--- src/rtl/dcd_pkg.sv ---
package dcd_pkg;
  localparam logic [3:0] OP_WR_IN    = 4'h0;
  localparam logic [3:0] OP_UPD      = 4'h1;
  localparam logic [3:0] OP_WR_LDALL = 4'h2;
  localparam logic [3:0] OP_WR_UPD   = 4'h3;
  localparam logic [3:0] OP_PWR      = 4'h4;
  localparam logic [3:0] OP_CLR      = 4'h5;
  localparam logic [3:0] OP_MASK     = 4'h6;
  localparam logic [3:0] OP_RST      = 4'h7;
  localparam logic [3:0] OP_REF      = 4'h8;
  localparam logic [3:0] OP_MB       = 4'h9;
  localparam logic [3:0] ADDR_ALL    = 4'hF;

  typedef struct packed {
    logic [3:0]  op;
    logic [3:0]  addr;
    logic [15:0] data;
  } word_t;

  typedef enum logic [1:0] {F_CMD, F_MSB, F_LSB, F_SKIP} fst_e;
endpackage

--- src/rtl/dcd_frame.sv ---
module dcd_frame
  import dcd_pkg::*;
(
  input  logic       clk,
  input  logic       rst,
  input  logic       frm_start,
  input  logic       frm_stop,
  input  logic       byte_vld,
  input  logic [7:0] byte_dat,
  input  logic       mb_en,
  output logic       word_vld,
  output word_t      word
);
  fst_e       st;
  logic [7:0] msb_q;
  logic       rep_q;

  always_ff @(posedge clk) begin
    if (rst) begin
      st        <= F_CMD;
      msb_q     <= '0;
      rep_q     <= 1'b0;
      word_vld  <= 1'b0;
      word      <= '0;
    end else begin
      word_vld <= 1'b0;
      if (frm_start || frm_stop) begin
        st <= F_CMD;
      end else if (byte_vld) begin
        case (st)
          F_CMD: begin
            word.op   <= mb_en ? {byte_dat[7], 1'b0, byte_dat[5:4]} : byte_dat[7:4];
            word.addr <= byte_dat[3:0];
            rep_q     <= mb_en & byte_dat[6];
            st        <= F_MSB;
          end
          F_MSB: begin
            msb_q <= byte_dat;
            st    <= F_LSB;
          end
          F_LSB: begin
            word.data <= {msb_q, byte_dat};
            word_vld  <= 1'b1;
            st        <= rep_q ? F_MSB : F_SKIP;
          end
          default: ;
        endcase
      end
    end
  end
endmodule

--- src/rtl/dcd_exec.sv ---
module dcd_exec
  import dcd_pkg::*;
#(
  parameter int NCH = 8,
  parameter int CW  = 12
) (
  input  logic              clk,
  input  logic              rst,
  input  logic              word_vld,
  input  word_t             word,
  output logic [NCH*CW-1:0] in_flat,
  output logic [NCH*CW-1:0] dac_flat,
  output logic [NCH-1:0]    ld_mask,
  output logic [NCH-1:0]    pd_ch,
  output logic [1:0]        clr_code,
  output logic              ref_en,
  output logic              mb_en
);
  logic          full_rst;
  logic [CW-1:0] code;
  logic          op_in_wr;
  logic          op_dac_sel;

  assign full_rst   = rst || (word_vld && word.op == OP_RST);
  assign code       = word.data[15 -: CW];
  assign op_in_wr   = (word.op == OP_WR_IN) || (word.op == OP_WR_LDALL) || (word.op == OP_WR_UPD);
  assign op_dac_sel = (word.op == OP_UPD) || (word.op == OP_WR_UPD);

  for (genvar i = 0; i < NCH; i++) begin : g_ch
    logic [CW-1:0] in_q, dac_q, in_nx;
    logic          sel, in_wr, dac_ld;

    assign sel    = (word.addr == ADDR_ALL) || (word.addr == 4'(i));
    assign in_wr  = word_vld && sel && op_in_wr;
    assign in_nx  = in_wr ? code : in_q;
    assign dac_ld = word_vld && ((sel && op_dac_sel) ||
                                 (word.op == OP_WR_LDALL) ||
                                 (sel && word.op == OP_WR_IN && ld_mask[i]));

    always_ff @(posedge clk) begin
      if (full_rst) begin
        in_q  <= '0;
        dac_q <= '0;
      end else begin
        in_q <= in_nx;
        if (dac_ld) dac_q <= in_nx;
      end
    end

    assign in_flat[i*CW +: CW]  = in_q;
    assign dac_flat[i*CW +: CW] = dac_q;
  end

  always_ff @(posedge clk) begin
    if (full_rst) begin
      ld_mask  <= '0;
      pd_ch    <= '0;
      clr_code <= '0;
      ref_en   <= 1'b0;
      mb_en    <= 1'b0;
    end else if (word_vld) begin
      case (word.op)
        OP_PWR: begin
          for (int i = 0; i < NCH; i++)
            if (word.data[i]) pd_ch[i] <= |word.data[9:8];
        end
        OP_CLR:  clr_code <= word.data[1:0];
        OP_MASK: ld_mask  <= word.data[NCH-1:0];
        OP_REF:  ref_en   <= word.data[0];
        OP_MB:   mb_en    <= 1'b1;
        default: ;
      endcase
    end
  end
endmodule

--- src/rtl/dcd_readback.sv ---
module dcd_readback #(
  parameter int NCH = 8,
  parameter int CW  = 12
) (
  input  logic              clk,
  input  logic              rst,
  input  logic              rd_start,
  input  logic              rd_ack,
  input  logic              rd_nack,
  input  logic [3:0]        addr,
  input  logic [NCH*CW-1:0] in_flat,
  output logic [7:0]        rd_dat,
  output logic              rd_act
);
  logic [3:0]  ch;
  logic [15:0] cur16;
  logic [15:0] snap_q;
  logic        lo_next;

  assign ch    = (addr < 4'(NCH)) ? addr : 4'd0;
  assign cur16 = 16'(in_flat[ch*CW +: CW]) << (16 - CW);

  always_ff @(posedge clk) begin
    if (rst) begin
      snap_q  <= '0;
      rd_dat  <= '0;
      rd_act  <= 1'b0;
      lo_next <= 1'b0;
    end else if (rd_nack) begin
      rd_dat  <= '0;
      rd_act  <= 1'b0;
      lo_next <= 1'b0;
    end else if (rd_start) begin
      snap_q  <= cur16;
      rd_dat  <= cur16[15:8];
      rd_act  <= 1'b1;
      lo_next <= 1'b1;
    end else if (rd_ack && rd_act) begin
      rd_dat  <= lo_next ? snap_q[7:0] : snap_q[15:8];
      lo_next <= !lo_next;
    end
  end
endmodule

--- src/rtl/dac_cmd_core.sv ---
module dac_cmd_core
  import dcd_pkg::*;
#(
  parameter int NCH = 8,
  parameter int CW  = 12
) (
  input  logic              clk,
  input  logic              rst,
  input  logic              frm_start,
  input  logic              frm_stop,
  input  logic              byte_vld,
  input  logic [7:0]        byte_dat,
  input  logic              rd_start,
  input  logic              rd_ack,
  input  logic              rd_nack,
  output logic [NCH*CW-1:0] dac_code,
  output logic [NCH-1:0]    ld_mask,
  output logic [NCH-1:0]    pd_ch,
  output logic [1:0]        clr_code,
  output logic              ref_en,
  output logic              mb_en,
  output logic [7:0]        rd_dat,
  output logic              rd_act
);
  logic              word_vld;
  word_t             word;
  logic [NCH*CW-1:0] in_flat;

  dcd_frame u_frame (
    .clk(clk), .rst(rst), .frm_start(frm_start), .frm_stop(frm_stop),
    .byte_vld(byte_vld), .byte_dat(byte_dat), .mb_en(mb_en),
    .word_vld(word_vld), .word(word)
  );

  dcd_exec #(.NCH(NCH), .CW(CW)) u_exec (
    .clk(clk), .rst(rst), .word_vld(word_vld), .word(word),
    .in_flat(in_flat), .dac_flat(dac_code), .ld_mask(ld_mask), .pd_ch(pd_ch),
    .clr_code(clr_code), .ref_en(ref_en), .mb_en(mb_en)
  );

  dcd_readback #(.NCH(NCH), .CW(CW)) u_rd (
    .clk(clk), .rst(rst), .rd_start(rd_start), .rd_ack(rd_ack), .rd_nack(rd_nack),
    .addr(word.addr), .in_flat(in_flat), .rd_dat(rd_dat), .rd_act(rd_act)
  );
endmodule

--- config.mk ---
export PLATFORM = sky130hd
export DESIGN_NAME = dac_cmd_core
export DESIGN_NICKNAME = d
export VERILOG_FILES = /design/src/rtl/dcd_pkg.sv /design/src/rtl/dcd_frame.sv /design/src/rtl/dcd_exec.sv /design/src/rtl/dcd_readback.sv /design/src/rtl/dac_cmd_core.sv
export SDC_FILE = /design/constraint.sdc
export NUM_CORES = 1
export LEC_CHECK = 0
export CELL_PAD_IN_SITES_DETAIL_PLACEMENT = 1
export CELL_PAD_IN_SITES_GLOBAL_PLACEMENT = 2
export CORE_MARGIN = 5
export CORE_UTILIZATION = 32
export DETAILED_ROUTE_END_ITERATION = 8
export GPL_ROUTABILITY_DRIVEN = 0
export PLACE_DENSITY_LB_ADDON = 0.1
export RECOVER_POWER = 100
export SLEW_MARGIN = 20
export SYNTH_ARGS = -nofsm -noshare
export SYNTH_HDL_FRONTEND = slang
export SYNTH_HIERARCHICAL = 1
export SYNTH_SLANG_ARGS = --single-unit
--- constraint.sdc ---
create_clock -name clk -period 1.9 [get_ports clk]
set_clock_uncertainty 0.1 [all_clocks]
set_input_delay 0.38 -clock clk [delete_from_list [all_inputs] [get_ports clk]]
set_output_delay 0.38 -clock clk [all_outputs]
set_load 0.05 [all_outputs]
==> results of run 1 <==
## flip-flops by register name (all words and copies together), names as in the netlist, 2 cells and up
signal / count
u_exec/g_ch.dac_q: 96
u_exec/g_ch.in_q: 96
u_frame/word: 24
u_rd/snap_q: 12
u_exec/ld_mask: 8
u_exec/pd_ch: 8
u_frame/msb_q: 8
u_rd/rd_dat: 8
u_exec/clr_code: 2
u_frame/st: 2
## metrics by stage
step / total power (uW) / utilization
after floorplan: 6130 / -
after global placement: 6390 / 0.403
after detailed placement: 6390 / 0.403
after CTS: 12800 / 0.446
after global routing: 13100 / 0.448
final: 12600 / 0.448
## kinds of logic after synthesis
group | after synthesis
AOI/OAI and AO/OA | 351
xor gates and xnor gates | 4
adders and majority gates | 5
buffers and inverters | 112
DFF | 270
muxes | 133
and+or+nand+nor | 262
## worst register-to-register path, cell delays in order, from the launching register on
cell and delay [ns]:
dfxtp_2 0.31, or3b_4 0.48, nor4_4 0.23, buf_4 0.20, clkbuf_16 0.18, mux2i_2 0.27
a211oi_2 0.10
## cell usage in the layout, fill, tap and decap left out, drive strengths merged, types with 8 or more instances in the layout
master	count
o21ai	27
buf	181
nor3	8
clkdlybuf4s50	13
nand2	61
mux2i	123
a21oi	155
nor2	134
a221oi	8
o22ai	25
clkbuf	187
a211oi	94
nand2b	12
a311oi	12
dfxtp	270
## repair_timing
| item | in CTS | in global routing |
|---|---|---|
| gates resized for setup | 68 | 69 |
| setup endpoints to repair | 178 | 167 |
| pin swaps | 6 | 10 |
| hold buffers | 0 | 0 |
| cloned | 0 | 2 |
| setup buffers | 8 | 12 |
| endpoints found under the hold margin | 0 | 0 |
## worst max path at each step
stage / endpoint / from / cells past startpoint
4_1_cts: u_exec/g_ch[3].dac_q[4] / u_frame/word[22] / 6
3_5_place_dp: u_rd/rd_dat[0] / u_frame/word[16] / 9
5_1_grt: u_exec/g_ch[4].dac_q[11] / u_frame/word[19] / 7
3_3_place_gp: u_rd/rd_dat[0] / u_frame/word[16] / 9
2_1_floorplan: u_exec/g_ch[3].dac_q[1] / u_frame/word[22] / 6
6_report: u_exec/g_ch[3].dac_q[10] / u_frame/word[22] / 6
## metal layers
layer / GRT usage / vias to the layer above / wire, um
met5: 0 / - / 0
met4: 0.0372 / 0 / 651
met3: 0.0242 / 43 / 1720
met2: 0.350 / 164 / 20100
met1: 0.279 / 4712 / 18700
li1: - / 4630 / -
## area by class of cell
type / count / share of cell area
clock buffers: 53 / 0.0666
well taps: 455 / 0.0367
repair buffers: 329 / 0.162
clock inverters: 6 / 0.00403
inverters: 5 / 0.00121
flip-flops and latches: 270 / 0.349
multi-input cells: 755 / 0.379
## power by group
part | internal [uW] | switching, uW | total [uW]
clock | 3870 | 2470 | 6340
combinational | 237 | 357 | 594
sequential | 5680 | 30.4 | 5710
total | 9780 | 2860 | 12600
==> qor.yml, run 1 <==
logic_synthesis:
  synth_top_family_by_area: "compound AO/OA/AOI/OAI gates"
  synth_edf_count: 0
  synthTopCellsByArea: "dfxtp_1 48%, mux2i_1 11%, a21oi_1 6.5%"
  synth_most_common_cell: "dfxtp_1"
  ys_ff_latch: 270
  synth_top_cell_by_area: "dfxtp_1"
  ys.flop_type: "dfxtp_1"
  ys_seq_area_frac: 0.481
  synth_cells: 1137
  synth-simple-area-share: 0.114
  yosys-top-cells-count: "270 x dfxtp_1, 145 x a21oi_1, 134 x nor2_1"
  syn_nets: 1158
  async_flop_share: 0
  yosys_warnings: 6
  synth_area_sq_mm: 0.0112
  yosysTopAreaCellShare: 0.481
  synth_fa_ha_area_frac: 0.00557
  synthDistinctLibCells: 64
  synth-compound-area-share: 0.217
  synth_xor_area_frac: 0.00312
  muxShareOfSynthArea: 0.123
  synth_area_per_cell_sq_um: 9.88
outcome:
  status: "complete, but fails checks"
  violations: "setup timing"
timing:
  finalSetupTns_ns: -2.74
  fmax_ghz: 0.500
  fin_crit_sh: 1.05
  tightest_slew_ns: 0.603
  timing.hold.ws_ns: 0.311
  slew_headroom: 0.598
  setup_violations: 70
  rsz0062_at_grt: "true"
  hold_viol_final: 0
  slew_viol_final: 0
  min_period_ns: 2.00
  fin_ws_ns: -0.100
cells_and_area:
  layout.nets: 1416
  multi_input_area_sq_mm: 0.00589
  area_growth_syn_to_layout_pct: 38.1
  ff_latch_area_sq_mm: 0.00542
  postLayoutCellArea_sq_mm: 0.0155
  drive_above_1_share: 0.380
  n_fill_cell: 3806
  n_antenna_cell: 0
  fin_cells: 1873
cts:
  cts-buffers-inserted: 34
  clock_tree.root_cell: "clkbuf_16"
  clkLatencyLatePin_ns: 0.50
  htree_levels: 2
  cts_sinks: 270
  cts_buffer_depth: 3
  clk_pin_slew_ns: 0.06
  cts_tree: "built"
power_and_ir_drop:
  p_leak_uw: 0.00581
  powerDensity_mw_per_mm2: 815
  peakVddDrop_uv: 536
worst_hold_path:
  hold_path.class: "in -> reg"
  holdPathEnd: "u_rd/lo_next"
  whs_path_depth: 3
  min_from: "rst"
global_routing:
  grt_max_degree: 46
  antenna_found_initial: 0
  grt_pass1_wl_mm: 61.8
  overflow: 0
  first_global_vias: 9963
  grt.total_usage: 0.204
worst_setup_path:
  crit_required_ns: 2.18
  cp_max_fo: 6
  r2r_start: "u_frame/word[22]"
  path_cells: "or3b_4 -> nor4_4 -> buf_4 -> clkbuf_16 -> mux2i_2 -> a211oi_2"
  slowest_stage: "or3b_4"
  slowest_delay_ns: 0.48
  r2r_slack_ns: -0.10
  critPathKind: "reg -> reg"
  startpoint_type: "register"
  cp_num_buf_inv: 2
  rr_worst_depth: 6
  rr_endpoint: "u_exec/g_ch[3].dac_q[10]"
  end_kind: "register"
  crit_family: "simple AND/OR/NAND/NOR gates"
  cp.arrival_ns: 2.28
drt:
  viasPerCell: 5.10
  post_drt_wl_per_cell_um: 22.0
  vias: 9549
  drt_wl_total_mm: 41.2
  dr.pass1.iters: 4
  first_iter_violations: 470
  drc: 0
  ant_nets: 0
placed_design:
  pre_cts_slack_ns: -0.332
  io_buffers: 140
  placedCellCount: 1795
  hpwl_mm: 29.7
  placed_area_sq_mm: 0.0140
run:
  maxCapViolCount: 0
die:
  dieArea_sq_mm: 0.0390
  core_area_sq_mm: 0.0346
  initial_utilization: 0.325
  die_h_um: 197
  io_pins: 141
  die_w_um: 197
  rows: 68
(Power assumes the default switching activity.)
==> inputs of run 2 (changes only) <==
CORE_MARGIN = 4   (was 5)
==> qor.yml, run 2 (synthesis results as in run 1) <==
die:
  initial_utilization: 0.325  # unchanged
  die_w_um: 195  # was 197 um
  die_h_um: 195  # was 197 um
  io_pins: 141  # unchanged
  core_area_sq_mm: 0.0346  # unchanged
  rows: 68  # unchanged
  dieArea_sq_mm: 0.0382  # was 0.0390 sq mm
global_routing:
  antenna_found_initial: 0  # unchanged
  met3_usage: 0.0276  # was 0.0242
  use_met1: 0.287  # was 0.279
  grt_pass1_wl_mm: 63.2  # was 61.8 mm
  first_global_vias: 10057  # was 9963
  grt.total_usage: 0.211  # was 0.204
  grt-busiest-layer: "met2"  # unchanged
  overflow: 0  # unchanged
  gr-usage-met2: 0.364  # was 0.350
  grt_max_degree: 37  # was 46
cts:
  htree_levels: 1  # was 2
  cts_hold_buffers: 0  # unchanged
  clock_tree.root_cell: "clkbuf_16"  # unchanged
  cts-buffers-inserted: 31  # was 34
  cts_buffer_depth: 3  # unchanged
  cts_tree: "built"  # unchanged
  clkLatencyLatePin_ns: 0.58  # was 0.50 ns
  cts_sinks: 270  # unchanged
  clk_pin_slew_ns: 0.06  # about the same
worst_setup_path:
  cp.arrival_ns: 2.42  # was 2.28 ns
  r2r_start: "u_frame/word[16]"  # was u_frame/word[22]
  end_kind: "register"  # unchanged
  critPathKind: "reg -> reg"  # unchanged
  crit_required_ns: 2.28  # was 2.18 ns
  startpoint_type: "register"  # unchanged
  startpoint: "u_frame/word[16]"  # was u_frame/word[22]
  cp_max_fo: 12  # was 6
cells_and_area:
  multi_input_area_sq_mm: 0.00614  # was 0.00589 sq mm
  final_cell_mix: "264 x dfxtp_1, 134 x buf_4, 131 x a21oi_1"  # was 264 x dfxtp_1, 142 x a21oi_1, 140 x buf_4
  n_antenna_cell: 0  # unchanged
  n_fill_cell: 3760  # was 3806
  layout_commonest_cell: "dfxtp_1"  # unchanged
  drive_above_1_share: 0.388  # was 0.380
  layout.nets: 1410  # was 1416
  ff_latch_area_sq_mm: 0.00542  # unchanged
  reg_top3: "u_exec/g_ch.dac_q x96, u_exec/g_ch.in_q x96, u_frame/word x24"  # unchanged
  area_growth_syn_to_layout_pct: 40.5  # was 38.1%
worst_hold_path:
  hold_path.class: "in -> reg"  # unchanged
  min_from: "rst"  # unchanged
drt:
  ant_nets: 0  # unchanged
  viasPerCell: 5.14  # was 5.10
  vias: 9613  # was 9549
  post_drt_wl_per_cell_um: 22.4  # was 22.0 um
  dr.pass1.iters: 5  # was 4
  drt_wl_total_mm: 41.9  # was 41.2 mm
  first_iter_violations: 436  # was 470
  drc: 0  # unchanged
timing:
  finalSetupTns_ns: -7.58  # was -2.74 ns
  slew_headroom: 0.488  # was 0.598
  tightest_slew_ns: 0.767  # was 0.603 ns
  setup_violations: 129  # was 70
  fin_crit_sh: 1.08  # was 1.05
  min_period_ns: 2.04  # was 2.00 ns
  rsz0062_at_grt: "true"  # unchanged
  fmax_ghz: 0.489  # was 0.500 GHz
  fin_ws_ns: -0.144  # was -0.100 ns
  slew_viol_final: 0  # unchanged
  hold_viol_final: 0  # unchanged
  timing.hold.ws_ns: 0.207  # was 0.311 ns
outcome:
  violations: "setup timing"  # unchanged
  status: "complete, but fails checks"  # unchanged
run:
  maxCapViolCount: 0  # unchanged
power_and_ir_drop:
  peakVddDrop_uv: 674  # was 536 uV
  powerDensity_mw_per_mm2: 803  # was 815 mW/mm^2
  p_leak_uw: 0.00586  # was 0.00581 uW
placed_design:
  io_buffers: 140  # unchanged
  hpwl_mm: 30.0  # was 29.7 mm
==> run 2: changes by cell type in the layout (fill, tap and decap cells not counted), sizes merged <==
cell           before  now
clkinvlp            0    3
clkdlybuf4s50      13   14
buf               181  176
bufinv              1    4
dlygate4sd3         1    0
inv                 7    4
clkbuf            187  180
clkinv              3    8
==> run 2: area by class of cell <==
class                   count  area share
well taps                 455      0.0361
clock buffers              44      0.0573
flip-flops and latches    270       0.344
inverters                   5     0.00166
multi-input cells         755       0.389
clock inverters            14      0.0119
repair buffers            326       0.160
==> run 2: power by group <==
group / switching, uW / total, uW / internal, uW / leakage (uW)
registers: 24.3 / 5700 / 5680 / 0.00218
logic: 370 / 606 / 237 / 0.00314
clock network: 2510 / 6370 / 3850 / 0.000543
==> run 2: metrics by stage <==
step	total power, uW	instance area, sq um	utilization	cells	setup slack, ns
3_3_place_gp	6400	14000	0.403	1791	-0.209
6_report	12700	15800	0.456	1869	-0.144
2_1_floorplan	6130	11400	-	1137	-0.0532
4_1_cts	12800	15900	0.459	1865	-0.107
3_5_place_dp	6410	14000	0.403	1791	-0.246
5_1_grt	13100	15800	0.456	1869	-0.248
==> run 2: timing repair <==
action,4_1_cts,5_1_grt
resized for setup,106,53
gates cloned,4,0
pin swaps,13,10
setup buffers,12,4
endpoints found under the setup margin,189,197
==> run 2: path summary, 6_finish.rpt <==
kind / slack, ns / cells after the start / endpoint
max: -0.14 / 7 / u_exec/g_ch[4].dac_q[0]
max reg2reg: -0.14 / 7 / u_exec/g_ch[4].dac_q[0]
min: 0.21 / 3 / u_frame/st[1]
min reg2reg: 0.35 / 2 / u_frame/word[14]
==> run 2: routing by layer <==
metal | up-vias | routed length [um]
met3 | 40 | 1640
met4 | 0 | 606
met5 | - | 0
met2 | 148 | 20600
li1 | 4631 | -
met1 | 4794 | 19100
==> run 2: worst max-delay path, cell delays in order (launching register included) <==
cell      delay [ns]
dfxtp_4         0.36
buf_12          0.15
nor4b_1         0.38
o211ai_1        0.19
buf_4           0.23
buf_4           0.16
mux2i_1         0.13
a211oi_1        0.26
